## src/rtl/mesi_pkg.sv

```systemverilog
package mesi_pkg;
  typedef enum logic [1:0] {
    ST_I = 2'b00,
    ST_S = 2'b01,
    ST_E = 2'b10,
    ST_M = 2'b11
  } line_st_t;

  typedef enum logic [1:0] {
    OP_RD    = 2'b00,
    OP_RWITM = 2'b01,
    OP_INV   = 2'b10,
    OP_WB    = 2'b11
  } bus_op_t;
endpackage

```

## src/rtl/mesi_line_array.sv

```systemverilog
module mesi_line_array #(
  parameter int LINES  = 4,
  parameter int IDX_W  = 2,
  parameter int TAG_W  = 6,
  parameter int DATA_W = 16
) (
  input  logic                              clk,
  input  logic                              rst,
  input  logic                              s_we,
  input  logic [IDX_W-1:0]                  s_idx,
  input  logic [1:0]                        s_state,
  input  logic                              r_we,
  input  logic [IDX_W-1:0]                  r_idx,
  input  logic [1:0]                        r_state,
  input  logic                              r_fill,
  input  logic                              r_dwe,
  input  logic [TAG_W-1:0]                  r_tag,
  input  logic [DATA_W-1:0]                 r_data,
  output logic [LINES-1:0][1:0]             st_o,
  output logic [LINES-1:0][TAG_W-1:0]       tag_o,
  output logic [LINES-1:0][DATA_W-1:0]      data_o
);
  logic [LINES-1:0][1:0]        st_q;
  logic [LINES-1:0][TAG_W-1:0]  tag_q;
  logic [LINES-1:0][DATA_W-1:0] data_q;

  // state bits: reset to Invalid; requester port written last so it wins
  always_ff @(posedge clk) begin
    if (rst) begin
      st_q <= '0;
    end else begin
      if (s_we) st_q[s_idx] <= s_state;
      if (r_we) st_q[r_idx] <= r_state;
    end
  end

  // tag and data carry no reset, like a plain storage array
  always_ff @(posedge clk) begin
    if (r_we && r_fill) tag_q[r_idx] <= r_tag;
    if (r_we && r_dwe)  data_q[r_idx] <= r_data;
  end

  assign st_o   = st_q;
  assign tag_o  = tag_q;
  assign data_o = data_q;

  // snoop updates and requester updates are kept apart by the stall rule
  assert_one_writer_R14: assert property (@(posedge clk) disable iff (rst)
    !(s_we && r_we));
endmodule

```

## src/rtl/mesi_snoop.sv

```systemverilog
module mesi_snoop
  import mesi_pkg::*;
#(
  parameter int LINES  = 4,
  parameter int IDX_W  = 2,
  parameter int TAG_W  = 6,
  parameter int DATA_W = 16,
  parameter int ADDR_W = 8
) (
  input  logic                         clk,
  input  logic                         rst,
  input  logic                         snp_valid,
  input  logic [1:0]                   snp_op,
  input  logic [ADDR_W-1:0]            snp_addr,
  input  logic [LINES-1:0][1:0]        st_arr,
  input  logic [LINES-1:0][TAG_W-1:0]  tag_arr,
  input  logic [LINES-1:0][DATA_W-1:0] data_arr,
  output logic                         s_we,
  output logic [IDX_W-1:0]             s_idx,
  output logic [1:0]                   s_state,
  output logic                         rsp_shared,
  output logic                         rsp_retry,
  output logic                         rsp_supply,
  output logic [DATA_W-1:0]            rsp_data,
  output logic                         wb_valid,
  output logic [ADDR_W-1:0]            wb_addr,
  output logic [DATA_W-1:0]            wb_data
);
  logic [1:0] cur;
  logic       hit, sh, kill, sup;

  assign s_idx = snp_addr[IDX_W-1:0];
  assign cur   = st_arr[s_idx];
  assign hit   = (cur != ST_I) && (tag_arr[s_idx] == snp_addr[ADDR_W-1:IDX_W]);

  always_comb begin
    s_we    = 1'b0;
    s_state = cur;
    sh      = 1'b0;
    kill    = 1'b0;
    sup     = 1'b0;
    if (snp_valid && hit) begin
      case (snp_op)
        OP_RD: begin
          s_we    = 1'b1;
          s_state = ST_S;
          sh      = 1'b1;
          sup     = (cur == ST_M);
        end
        OP_RWITM: begin
          s_we    = 1'b1;
          s_state = ST_I;
          kill    = (cur == ST_M);
        end
        OP_INV: begin
          if (cur == ST_S) begin
            s_we    = 1'b1;
            s_state = ST_I;
          end
        end
        default: ;
      endcase
    end
  end

  always_ff @(posedge clk) begin
    if (rst) begin
      rsp_shared <= 1'b0;
      rsp_retry  <= 1'b0;
      rsp_supply <= 1'b0;
      rsp_data   <= '0;
      wb_valid   <= 1'b0;
      wb_addr    <= '0;
      wb_data    <= '0;
    end else begin
      rsp_shared <= sh;
      rsp_retry  <= kill;
      rsp_supply <= sup;
      rsp_data   <= sup ? data_arr[s_idx] : '0;
      wb_valid   <= kill;
      wb_addr    <= snp_addr;
      wb_data    <= data_arr[s_idx];
    end
  end

  assert_snoop_excl_read_R8: assert property (@(posedge clk) disable iff (rst)
    (snp_valid && snp_op == OP_RD && hit && cur == ST_E)
    |=> (rsp_shared && !rsp_supply && st_arr[$past(s_idx)] == ST_S));

  assert_snoop_dirty_read_R9: assert property (@(posedge clk) disable iff (rst)
    (snp_valid && snp_op == OP_RD && hit && cur == ST_M)
    |=> (rsp_supply && rsp_shared && !wb_valid && st_arr[$past(s_idx)] == ST_S));

  assert_snoop_clean_kill_R10: assert property (@(posedge clk) disable iff (rst)
    (snp_valid && snp_op == OP_RWITM && hit && cur != ST_M)
    |=> (!rsp_retry && !rsp_shared && st_arr[$past(s_idx)] == ST_I));

  assert_snoop_dirty_kill_R11: assert property (@(posedge clk) disable iff (rst)
    (snp_valid && snp_op == OP_RWITM && hit && cur == ST_M)
    |=> (rsp_retry && wb_valid && st_arr[$past(s_idx)] == ST_I));
endmodule

```

## src/rtl/mesi_requester.sv

```systemverilog
module mesi_requester
  import mesi_pkg::*;
#(
  parameter int LINES   = 4,
  parameter int IDX_W   = 2,
  parameter int TAG_W   = 6,
  parameter int DATA_W  = 16,
  parameter int ADDR_W  = 8,
  parameter int BACKOFF = 2
) (
  input  logic                         clk,
  input  logic                         rst,
  input  logic                         req_valid,
  input  logic                         req_write,
  input  logic [ADDR_W-1:0]            req_addr,
  input  logic [DATA_W-1:0]            req_wdata,
  input  logic                         blocked,
  input  logic [LINES-1:0][1:0]        st_arr,
  input  logic [LINES-1:0][TAG_W-1:0]  tag_arr,
  input  logic [LINES-1:0][DATA_W-1:0] data_arr,
  input  logic                         rsp_shared,
  input  logic                         rsp_retry,
  input  logic [DATA_W-1:0]            fill_data,
  output logic                         req_ready,
  output logic                         resp_valid,
  output logic [DATA_W-1:0]            resp_rdata,
  output logic                         cmd_valid,
  output logic [1:0]                   cmd_op,
  output logic [ADDR_W-1:0]            cmd_addr,
  output logic [DATA_W-1:0]            cmd_data,
  output logic                         r_we,
  output logic [IDX_W-1:0]             r_idx,
  output logic [1:0]                   r_state,
  output logic                         r_fill,
  output logic                         r_dwe,
  output logic [TAG_W-1:0]             r_tag,
  output logic [DATA_W-1:0]            r_data
);
  localparam int CNT_W = $clog2(BACKOFF + 1) + 1;

  typedef enum logic [2:0] {R_IDLE, R_VICTIM, R_CMD, R_WAIT, R_BACKOFF} rq_t;

  rq_t               rs_q;
  logic [1:0]        op_q;
  logic [ADDR_W-1:0] addr_q;
  logic [DATA_W-1:0] wdata_q;
  logic [CNT_W-1:0]  cnt_q;

  logic [ADDR_W-1:0] look_addr;
  logic [1:0]        cur;
  logic              hit, accept;

  assign look_addr = (rs_q == R_IDLE) ? req_addr : addr_q;
  assign r_idx     = look_addr[IDX_W-1:0];
  assign r_tag     = look_addr[ADDR_W-1:IDX_W];
  assign cur       = st_arr[r_idx];
  assign hit       = (cur != ST_I) && (tag_arr[r_idx] == r_tag);
  assign req_ready = (rs_q == R_IDLE) && !blocked;
  assign accept    = req_valid && req_ready;

  // array write port
  always_comb begin
    r_we    = 1'b0;
    r_state = cur;
    r_fill  = 1'b0;
    r_dwe   = 1'b0;
    r_data  = wdata_q;
    case (rs_q)
      R_IDLE: begin
        if (accept && req_write && hit && cur != ST_S) begin
          r_we    = 1'b1;
          r_state = ST_M;
          r_dwe   = 1'b1;
          r_data  = req_wdata;
        end
      end
      R_WAIT: begin
        if (op_q == OP_INV) begin
          r_we    = 1'b1;
          r_state = ST_M;
          r_dwe   = 1'b1;
        end else if (op_q == OP_RD) begin
          r_we    = 1'b1;
          r_fill  = 1'b1;
          r_dwe   = 1'b1;
          r_data  = fill_data;
          r_state = rsp_shared ? ST_S : ST_E;
        end else if (!rsp_retry) begin
          r_we    = 1'b1;
          r_fill  = 1'b1;
          r_dwe   = 1'b1;
          r_state = ST_M;
        end
      end
      default: ;
    endcase
  end

  always_ff @(posedge clk) begin
    if (rst) begin
      rs_q       <= R_IDLE;
      op_q       <= OP_RD;
      addr_q     <= '0;
      wdata_q    <= '0;
      cnt_q      <= '0;
      resp_valid <= 1'b0;
      resp_rdata <= '0;
      cmd_valid  <= 1'b0;
      cmd_op     <= OP_RD;
      cmd_addr   <= '0;
      cmd_data   <= '0;
    end else begin
      resp_valid <= 1'b0;
      cmd_valid  <= 1'b0;
      case (rs_q)
        R_IDLE: begin
          if (accept) begin
            addr_q  <= req_addr;
            wdata_q <= req_wdata;
            if (hit && !req_write) begin
              resp_valid <= 1'b1;
              resp_rdata <= data_arr[r_idx];
            end else if (hit && cur != ST_S) begin
              resp_valid <= 1'b1;
              resp_rdata <= req_wdata;
            end else if (hit) begin
              op_q      <= OP_INV;
              cmd_valid <= 1'b1;
              cmd_op    <= OP_INV;
              cmd_addr  <= req_addr;
              cmd_data  <= '0;
              rs_q      <= R_CMD;
            end else begin
              op_q      <= req_write ? OP_RWITM : OP_RD;
              cmd_valid <= 1'b1;
              if (cur == ST_M) begin
                cmd_op   <= OP_WB;
                cmd_addr <= {tag_arr[r_idx], r_idx};
                cmd_data <= data_arr[r_idx];
                rs_q     <= R_VICTIM;
              end else begin
                cmd_op   <= req_write ? OP_RWITM : OP_RD;
                cmd_addr <= req_addr;
                cmd_data <= '0;
                rs_q     <= R_CMD;
              end
            end
          end
        end
        R_VICTIM: begin
          cmd_valid <= 1'b1;
          cmd_op    <= op_q;
          cmd_addr  <= addr_q;
          cmd_data  <= '0;
          rs_q      <= R_CMD;
        end
        R_CMD: rs_q <= R_WAIT;
        R_WAIT: begin
          if (op_q == OP_RWITM && rsp_retry) begin
            cnt_q <= CNT_W'(BACKOFF);
            rs_q  <= R_BACKOFF;
          end else begin
            resp_valid <= 1'b1;
            resp_rdata <= (op_q == OP_RD) ? fill_data : wdata_q;
            rs_q       <= R_IDLE;
          end
        end
        R_BACKOFF: begin
          if (cnt_q == '0) begin
            cmd_valid <= 1'b1;
            cmd_op    <= OP_RWITM;
            cmd_addr  <= addr_q;
            cmd_data  <= '0;
            rs_q      <= R_CMD;
          end else begin
            cnt_q <= cnt_q - 1'b1;
          end
        end
        default: rs_q <= R_IDLE;
      endcase
    end
  end

  assert_read_fill_R2: assert property (@(posedge clk) disable iff (rst)
    (rs_q == R_WAIT && op_q == OP_RD)
    |=> (resp_valid && st_arr[$past(r_idx)] != ST_I && st_arr[$past(r_idx)] != ST_M));

  assert_excl_write_R4: assert property (@(posedge clk) disable iff (rst)
    (accept && req_write && hit && cur == ST_E)
    |=> (st_arr[$past(r_idx)] == ST_M && !cmd_valid && resp_valid));

  assert_fill_modified_R6: assert property (@(posedge clk) disable iff (rst)
    (rs_q == R_WAIT && op_q == OP_RWITM && !rsp_retry)
    |=> (st_arr[$past(r_idx)] == ST_M));
endmodule

```

## src/rtl/mesi_line_ctrl.sv

```systemverilog
module mesi_line_ctrl
  import mesi_pkg::*;
#(
  parameter int ADDR_W  = 8,
  parameter int DATA_W  = 16,
  parameter int LINES   = 4,
  parameter int BACKOFF = 2
) (
  input  logic                 clk,
  input  logic                 rst,
  input  logic                 cpu_req_valid,
  input  logic                 cpu_req_write,
  input  logic [ADDR_W-1:0]    cpu_req_addr,
  input  logic [DATA_W-1:0]    cpu_req_wdata,
  output logic                 cpu_req_ready,
  output logic                 cpu_resp_valid,
  output logic [DATA_W-1:0]    cpu_resp_rdata,
  output logic                 bus_cmd_valid,
  output logic [1:0]           bus_cmd_op,
  output logic [ADDR_W-1:0]    bus_cmd_addr,
  output logic [DATA_W-1:0]    bus_cmd_data,
  input  logic                 bus_rsp_shared,
  input  logic                 bus_rsp_retry,
  input  logic [DATA_W-1:0]    bus_fill_data,
  input  logic                 snp_valid,
  input  logic [1:0]           snp_op,
  input  logic [ADDR_W-1:0]    snp_addr,
  output logic                 snp_shared_o,
  output logic                 snp_retry_o,
  output logic                 snp_supply_o,
  output logic [DATA_W-1:0]    snp_data_o,
  output logic [2*LINES-1:0]   line_state
);
  localparam int IDX_W = (LINES > 1) ? $clog2(LINES) : 1;
  localparam int TAG_W = ADDR_W - IDX_W;

  logic [LINES-1:0][1:0]        st_arr;
  logic [LINES-1:0][TAG_W-1:0]  tag_arr;
  logic [LINES-1:0][DATA_W-1:0] data_arr;

  logic              s_we;
  logic [IDX_W-1:0]  s_idx;
  logic [1:0]        s_state;
  logic              r_we, r_fill, r_dwe;
  logic [IDX_W-1:0]  r_idx;
  logic [1:0]        r_state;
  logic [TAG_W-1:0]  r_tag;
  logic [DATA_W-1:0] r_data;

  logic              rq_cmd_valid;
  logic [1:0]        rq_cmd_op;
  logic [ADDR_W-1:0] rq_cmd_addr;
  logic [DATA_W-1:0] rq_cmd_data;
  logic              sn_wb_valid;
  logic [ADDR_W-1:0] sn_wb_addr;
  logic [DATA_W-1:0] sn_wb_data;

  mesi_line_array #(
    .LINES(LINES), .IDX_W(IDX_W), .TAG_W(TAG_W), .DATA_W(DATA_W)
  ) u_array (
    .clk(clk), .rst(rst),
    .s_we(s_we), .s_idx(s_idx), .s_state(s_state),
    .r_we(r_we), .r_idx(r_idx), .r_state(r_state), .r_fill(r_fill),
    .r_dwe(r_dwe), .r_tag(r_tag), .r_data(r_data),
    .st_o(st_arr), .tag_o(tag_arr), .data_o(data_arr)
  );

  mesi_snoop #(
    .LINES(LINES), .IDX_W(IDX_W), .TAG_W(TAG_W), .DATA_W(DATA_W), .ADDR_W(ADDR_W)
  ) u_snoop (
    .clk(clk), .rst(rst),
    .snp_valid(snp_valid), .snp_op(snp_op), .snp_addr(snp_addr),
    .st_arr(st_arr), .tag_arr(tag_arr), .data_arr(data_arr),
    .s_we(s_we), .s_idx(s_idx), .s_state(s_state),
    .rsp_shared(snp_shared_o), .rsp_retry(snp_retry_o),
    .rsp_supply(snp_supply_o), .rsp_data(snp_data_o),
    .wb_valid(sn_wb_valid), .wb_addr(sn_wb_addr), .wb_data(sn_wb_data)
  );

  mesi_requester #(
    .LINES(LINES), .IDX_W(IDX_W), .TAG_W(TAG_W), .DATA_W(DATA_W),
    .ADDR_W(ADDR_W), .BACKOFF(BACKOFF)
  ) u_req (
    .clk(clk), .rst(rst),
    .req_valid(cpu_req_valid), .req_write(cpu_req_write),
    .req_addr(cpu_req_addr), .req_wdata(cpu_req_wdata),
    .blocked(snp_valid | sn_wb_valid),
    .st_arr(st_arr), .tag_arr(tag_arr), .data_arr(data_arr),
    .rsp_shared(bus_rsp_shared), .rsp_retry(bus_rsp_retry), .fill_data(bus_fill_data),
    .req_ready(cpu_req_ready), .resp_valid(cpu_resp_valid), .resp_rdata(cpu_resp_rdata),
    .cmd_valid(rq_cmd_valid), .cmd_op(rq_cmd_op), .cmd_addr(rq_cmd_addr),
    .cmd_data(rq_cmd_data),
    .r_we(r_we), .r_idx(r_idx), .r_state(r_state), .r_fill(r_fill),
    .r_dwe(r_dwe), .r_tag(r_tag), .r_data(r_data)
  );

  // the snoop writeback and the requester never own the bus together
  assign bus_cmd_valid = rq_cmd_valid | sn_wb_valid;
  assign bus_cmd_op    = sn_wb_valid ? OP_WB      : rq_cmd_op;
  assign bus_cmd_addr  = sn_wb_valid ? sn_wb_addr : rq_cmd_addr;
  assign bus_cmd_data  = sn_wb_valid ? sn_wb_data : rq_cmd_data;

  for (genvar i = 0; i < LINES; i++) begin : g_state_out
    assign line_state[2*i +: 2] = st_arr[i];
  end

  assert_bus_single_owner_R14: assert property (@(posedge clk) disable iff (rst)
    $onehot0({rq_cmd_valid, sn_wb_valid}));
endmodule

```

## config.mk

```make
export PLATFORM = sky130hd
export DESIGN_NAME = mesi_line_ctrl
export DESIGN_NICKNAME = d
export VERILOG_FILES = /design/src/rtl/mesi_pkg.sv /design/src/rtl/mesi_line_array.sv /design/src/rtl/mesi_snoop.sv /design/src/rtl/mesi_requester.sv /design/src/rtl/mesi_line_ctrl.sv
export SDC_FILE = /design/constraint.sdc
export NUM_CORES = 1
export LEC_CHECK = 0
export BUFFER_PORTS_ARGS = -buffer_cell sky130_fd_sc_hd__buf_2
export CAP_MARGIN = 0
export CORE_MARGIN = 5
export CORE_UTILIZATION = 63
export CTS_CLUSTER_SIZE = 25
export DETAILED_ROUTE_END_ITERATION = 16
export PLACE_DENSITY = 0.95
export SYNTH_ARGS = -nofsm -noshare
export SYNTH_HDL_FRONTEND = slang
export SYNTH_SLANG_ARGS = --single-unit
```

## constraint.sdc

```tcl
create_clock -name clk -period 5.9 [get_ports clk]
set_input_delay 1.18 -clock clk [delete_from_list [all_inputs] [get_ports clk]]
set_output_delay 1.18 -clock clk [all_outputs]
set_load 0.1 [all_outputs]
```

==> results of run 1 <==
==> report_power, final <==
part	switching (uW)	internal, uW	total (uW)
combinational	354	151	505
sequential	25.4	1580	1610
clock	590	800	1390
total	970	2530	3500
==> sequential cells by signal (all words and copies together), names as in the netlist, 2 cells and up <==
| register | count |
|---|---|
| u_req.wdata_q | 16 |
| u_array.data_o | 64 |
| u_req.cnt_q | 3 |
| u_array.st_o | 8 |
| u_req.cmd_op | 2 |
| u_snoop.wb_data | 16 |
| u_req.cmd_addr | 8 |
| u_req.cmd_data | 16 |
| u_req.op_q | 2 |
| u_snoop.rsp_data | 16 |
| u_req.resp_rdata | 16 |
| u_req.rs_q | 3 |
| u_req.addr_q | 8 |
| u_array.tag_o | 24 |
| u_snoop.wb_addr | 8 |
==> kinds of logic after synthesis <==
kind of cell             Yosys count  synth area share (%)
AND/OR/NAND/NOR                  382                 17.07
flip-flops                       215                 49.27
AO/OA/AOI/OAI                    168                 12.59
multiplexers                     132                 16.32
buffers and inverters             88                 3.412
XOR/XNOR                          12                0.9987
adder cells (fa/ha/maj)            3                0.3329
==> through the flow <==
stage | hold slack (ns) | setup slack (ns) | utilization [%]
final | 0.4638 | 1.067 | 72.83
after global routing | 0.4884 | 0.8789 | 72.83
after CTS | 0.4671 | 1.263 | 72.83
after detailed placement | 0.4562 | 0.8703 | 68.47
after global placement | 0.4456 | 1.006 | 68.47
after floorplan | 0.4285 | 0.09246 | -
==> layer usage <==
metal | global-route usage (%) | up-vias | wire [um]
li1 | - | 3833 | -
met1 | 42.93 | 4135 | 11410
met2 | 46.11 | 849 | 13380
met3 | 10.67 | 152 | 5111
met4 | 9.475 | 0 | 1184
met5 | 0 | - | 0
==> layout by cell type, fill, tap and decap left out, types with 7 or more instances in the layout <==
cell,n
mux2i_1,61
nand3_1,12
dfxtp_1,127
clkbuf_16,22
inv_1,16
a21oi_1,40
o32ai_2,10
buf_4,14
mux4_2,24
a211oi_1,11
nor2b_1,12
xnor2_1,10
and3_1,17
and2_1,51
a31oi_1,17
nor2_1,84
mux2_4,10
o21ai_0,12
or2_2,7
edfxtp_1,88
nor3_1,10
buf_2,128
nand2_1,157
a221o_1,18
or3_1,7
a32o_1,15
mux2_2,37
==> tightest hold or removal path, stage by stage, from the launching register on <==
cell and delay (ns):
dfxtp_1 0.31, nand2_1 0.05, o32ai_1 0.06
==> worst max-delay path by stage <==
stage | start | to | slack (ns) | cells after the start
3_3_place_gp | cpu_req_addr[0] | u_req.resp_rdata[10] | 1.01 | 9
3_5_place_dp | cpu_req_addr[0] | u_array.data_o[54] | 0.87 | 9
4_1_cts | cpu_req_addr[0] | u_array.data_o[17] | 1.26 | 9
2_1_floorplan | snp_valid | u_array.data_o[32] | 0.09 | 7
6_report | cpu_req_addr[0] | u_array.data_o[17] | 1.07 | 9
5_1_grt | cpu_req_addr[0] | u_array.data_o[2] | 0.88 | 9
==> area by class of cell <==
cell class | instances | area, um^2
timing repair buffer | 142 | 745.7
clock inverter | 13 | 127.6
multi-input combinational | 697 | 5005
tap | 220 | 275.3
inverter | 17 | 63.81
sequential | 215 | 5185
fill | 1070 | 4474
clock buffer | 27 | 589.3
==> results.json, run 1 <==
{
  "status": "finished, final reports clean",
  "drtIter0Drc": 1495,
  "wl_mm": 31.09,
  "grt_max_degree": 54,
  "syn_avg_cell_area_um2": 10.52,
  "min-delay-path-class": "reg2reg",
  "r2r_cells": 8,
  "clkLatencyLatePin_ns": 0.53,
  "synth-main-ff-cell": "dfxtp_1",
  "cts_hold_buf": 0,
  "cts_sinks": 215,
  "drive_gt1_share_pct": 24.84,
  "criticalPathCategory": "in2reg",
  "cts_tree": "yes",
  "via_per_inst": 6.739,
  "synthToLayoutAreaGrowth_pct": 13.95,
  "synth_cell_types": 64,
  "io_buffers": 128,
  "cts_root_buffer": "clkbuf_16",
  "synth_area_leader_cell": "edfxtp_1",
  "synthMostInstantiatedCell": "nand2_1",
  "crit_arrival_ns": 4.98,
  "synth_top_area_share_pct": 25.11,
  "critPathTopFamily": "compound AO/OA/AOI/OAI gates",
  "synth_top_cells_by_area": "edfxtp_1, dfxtp_1, mux2i_1",
  "rows": 47,
  "synth-edff-count": 88,
  "ys_warn_count": 0,
  "hold_end": "u_req.resp_rdata[14]",
  "first_pass_iters": 6,
  "setup_viol": 0,
  "grt_usage_pct": 30.90,
  "total_power_uw": 3501,
  "coreArea_um2": 16470,
  "r2r_start": "u_req.rs_q[2]",
  "n_antenna_cell": 0,
  "clk_path_buf_depth": 3,
  "grt_pass1_wl_mm": 48.22,
  "tns_ns": 0,
  "antenna_found_initial": 0,
  "tightestPinTransition_ns": 1.275,
  "ios": 129,
  "rsz0062_at_grt": "false",
  "nets": 1154,
  "fin_cells": 1331,
  "holdPathStages": 2,
  "end_kind": "flip-flop",
  "fin_skew_ns": 0.01418,
  "cp_max_fo": 16,
  "die_h_um": 139.2,
  "cp.required_ns": 6.04,
  "cts_resized": 0,
  "r2r_end": "u_req.resp_rdata[3]",
  "syn_inst": 1000,
  "cp_slowest_cell": "inv_1",
  "drc": 0,
  "crit_chain": "buf_2, nor4b_1, a2111oi_0, a211oi_1, o21ai_0, o2bb2ai_1, nor4b_2, o211ai_1, inv_1",
  "max_freq_mhz": 206.9,
  "dieArea_um2": 19390,
  "finalCriticalPeriod_ns": 4.833,
  "die_x_um": 139.2,
  "worst-r2r-setup-slack_ns": 1.37,
  "grt_pass1_vias": 8585,
  "hpwlAfterDp_mm": 20.89,
  "syn-cell-area_um2": 10520,
  "wl_per_cell_um": 23.36,
  "p_per_area_nw_per_um2": 292.0,
  "grt.overflow.total": 0,
  "clkTransAtPathRegs_ns": 0.07,
  "vias": 8969,
  "synth_seq_cells": 215,
  "dp_cells": 1291,
  "synth_nets": 1059,
  "ir_worst_vdd_mv": 0.1958,
  "htree_levels": 1,
  "leakagePower_uw": 0.004914,
  "cp-start-kind": "input port",
  "routabilityCongestion": 0.9832,
  "final_area_um2": 11990,
  "finalCritPeriodShare_pct": 81.92,
  "final_hold_viol_count": 0,
  "initial_utilization_pct": 63.91,
  "slew_headroom_pct": 13.87,
  "ys_async_sr_fraction_pct": 0,
  "cts_setup_buffers": 0,
  "cts_buffers": 22,
  "synth_commonest_cells": "nand2_1, dfxtp_1, edfxtp_1",
  "worstHoldStart": "u_req.resp_rdata[14]",
  "postRouteAntennaNets": 0,
  "path_buf_inv": 2,
  "cpPeakStageDelay_ns": 0.71,
  "slew_violations": 0,
  "placed_cell_area_um2": 11270,
  "ys_seq_area_share_pct": 49.27,
  "maxCapViolations": 0
}
No activity file was read; power rests on OpenSTA's default activity.
==> run 2: changes to the inputs <==
Settings changed: CORE_UTILIZATION 63 to 58, PLACE_DENSITY 0.95 to 0.9.
Clock period 5.9 ns to 4.75 ns, I/O delays scaled along.
==> run 2 against run 1 <==
Clock skew increased by 0.0047 ns. Critical endpoint is now u_array.data_o[38]. Combinational power grew 26%. Hold slack better by 0.0059 ns. Routed wire length is 0.12% lower. Sequential share of layout area shrank 0.47 points. Clock-buffer cell count stayed put. Register-to-register slack got worse by 1.1 ns. Largest cell class unchanged. Final area up 1.1%. Global-route usage is 1.5 points lower. Non-clock buffer count rose by 17.
==> results.json, run 2 (same netlist as run 1, synthesis figures left out) <==
{
  "pwr-share-clk_pct": 39.1,
  "grt.overflow.total": 0,
  "routabilityCongestion": 0.9635,
  "grt_pass1_wl_mm": 47.91,
  "finalCriticalPeriod_ns": 4.433,
  "coreArea_um2": 17900,
  "tns_ns": 0,
  "rsz0062_at_grt": "false",
  "final_common_cell": "nand2_1",
  "grt_max_degree": 51,
  "initial_utilization_pct": 58.79,
  "slew_headroom_pct": 19.08,
  "die_x_um": 144.7,
  "p_int_uw": 3091,
  "fillCellCount": 1269,
  "nets": 1172,
  "setup_viol": 0,
  "cts_resized": 0,
  "r2r_cells": 10,
  "synthToLayoutAreaGrowth_pct": 15.21,
  "drive_gt1_share_pct": 25.75,
  "crit_arrival_ns": 4.63,
  "ios": 129,
  "min-delay-path-class": "reg2reg",
  "cts_sinks": 215,
  "cts_hold_buf": 0,
  "cts_buffers": 23,
  "clkTransAtPathRegs_ns": 0.06,
  "dieArea_um2": 20940,
  "hpwlAfterDp_mm": 21.08,
  "final_cell_mix": "nand2_1, buf_2, dfxtp_1",
  "finalCritPeriodShare_pct": 93.33,
  "swShare_pct": 28.48,
  "status": "finished, final reports clean",
  "io_buffers": 128,
  "cts_tree": "yes",
  "seq_area_um2": 5185,
  "via_per_inst": 6.489,
  "end_kind": "flip-flop",
  "holdPathStages": 1,
  "antenna_found_initial": 1,
  "rows": 49,
  "cts_setup_buffers": 0,
  "placed_cell_area_um2": 11420,
  "fin_util_pct": 67.72,
  "sequentialPowerShare_pct": 46.2,
  "postRouteAntennaNets": 0,
  "cp_max_fo": 16,
  "final_area_um2": 12120,
  "grt_pass1_vias": 8425,
  "post-place-ws_ns": 0.3965,
  "worstHoldStart": "u_req.cmd_data[3]",
  "wl_per_cell_um": 22.85,
  "p_per_area_nw_per_um2": 356.5,
  "hold_end": "u_req.cmd_data[3]",
  "r2r_start": "u_req.rs_q[2]",
  "wl_mm": 31.05,
  "maxCapViolations": 0,
  "cts_root_buffer": "clkbuf_16",
  "worst_slack_ns": 0.3169,
  "pwr-share-comb_pct": 14.7,
  "clk_path_buf_depth": 3,
  "cp.required_ns": 4.95,
  "ir_worst_vdd_mv": 0.2930,
  "drtIter0Drc": 1229,
  "vias": 8818,
  "die_h_um": 144.7,
  "criticalPathCategory": "reg2reg",
  "r2r_end": "u_array.data_o[38]",
  "slew_violations": 0,
  "grt_usage_pct": 29.37,
  "cp-start-kind": "flip-flop",
  "largest_reg_flops": 64,
  "fin_skew_ns": 0.01883,
  "drc": 0,
  "htree_levels": 1,
  "n_antenna_cell": 0,
  "worst-r2r-setup-slack_ns": 0.32,
  "total_power_uw": 4322,
  "p_switching_uw": 1231,
  "leakagePower_uw": 0.004993,
  "multiInputGateArea_um2": 5010,
  "tightestPinTransition_ns": 1.204,
  "final_hold_viol_count": 0,
  "max_freq_mhz": 225.6,
  "first_pass_iters": 6,
  "clkLatencyLatePin_ns": 0.53
}
[run 2: worst max path at each step]
stage | from | endpoint | slack, ns | depth (start not counted)
final | u_req.rs_q[2] | u_array.data_o[38] | 0.32 | 10
after global placement | cpu_req_addr[0] | u_req.cmd_data[15] | 0.51 | 11
after CTS | u_req.rs_q[0] | u_array.data_o[44] | 0.51 | 9
after global routing | u_req.rs_q[0] | u_array.data_o[39] | 0.25 | 9
after floorplan | u_req.rs_q[0] | u_array.data_o[32] | 0.18 | 10
after detailed placement | cpu_req_addr[0] | u_array.data_o[7] | 0.40 | 11
[run 2: per-stage QoR]
step | hold slack [ns] | cells
2_1_floorplan | 0.4285 | 1000
3_3_place_gp | 0.4462 | 1317
3_5_place_dp | 0.4541 | 1317
4_1_cts | 0.4710 | 1359
5_1_grt | 0.4870 | 1359
6_report | 0.4697 | 1359
[run 2: worst max-delay path, cell delays in order (launching register included)]
cell and delay [ns]:
dfxtp_1 0.79, or3_1 0.72, mux2i_1 0.21, a22o_1 0.29
nor3b_1 0.31, o2bb2ai_1 0.12, buf_4 0.20, nor4b_2 0.65
o211ai_1 0.35, inv_1 0.16, buf_4 0.30
[run 2: final cells by class]
type	count	share of cell area [%]
flip-flops and latches	215	42.77
multi-input cells	697	41.32
repair buffers	159	7.203
clock buffers	27	5.046
well taps	229	2.363
clock inverters	15	0.7740
inverters	17	0.5263
[run 2: power by group through the flow]
stage	Clock, uW	Sequential [uW]	Combinational (uW)
final	1690	2000	637
after global routing	1780	2000	670
after CTS	1690	1990	621
after detailed placement	0	2030	613
after global placement	0	2030	600
after floorplan	0	2020	437
[run 2: layer usage]
metal  vias to the layer above  wire length [um]  GRT usage [%]
met5                         -                20              0
met2                       721             13390          43.48
li1                       3870                 -              -
met4                         2               952          8.984
met1                      4119             12350          43.75
met3                       106              4326          6.047
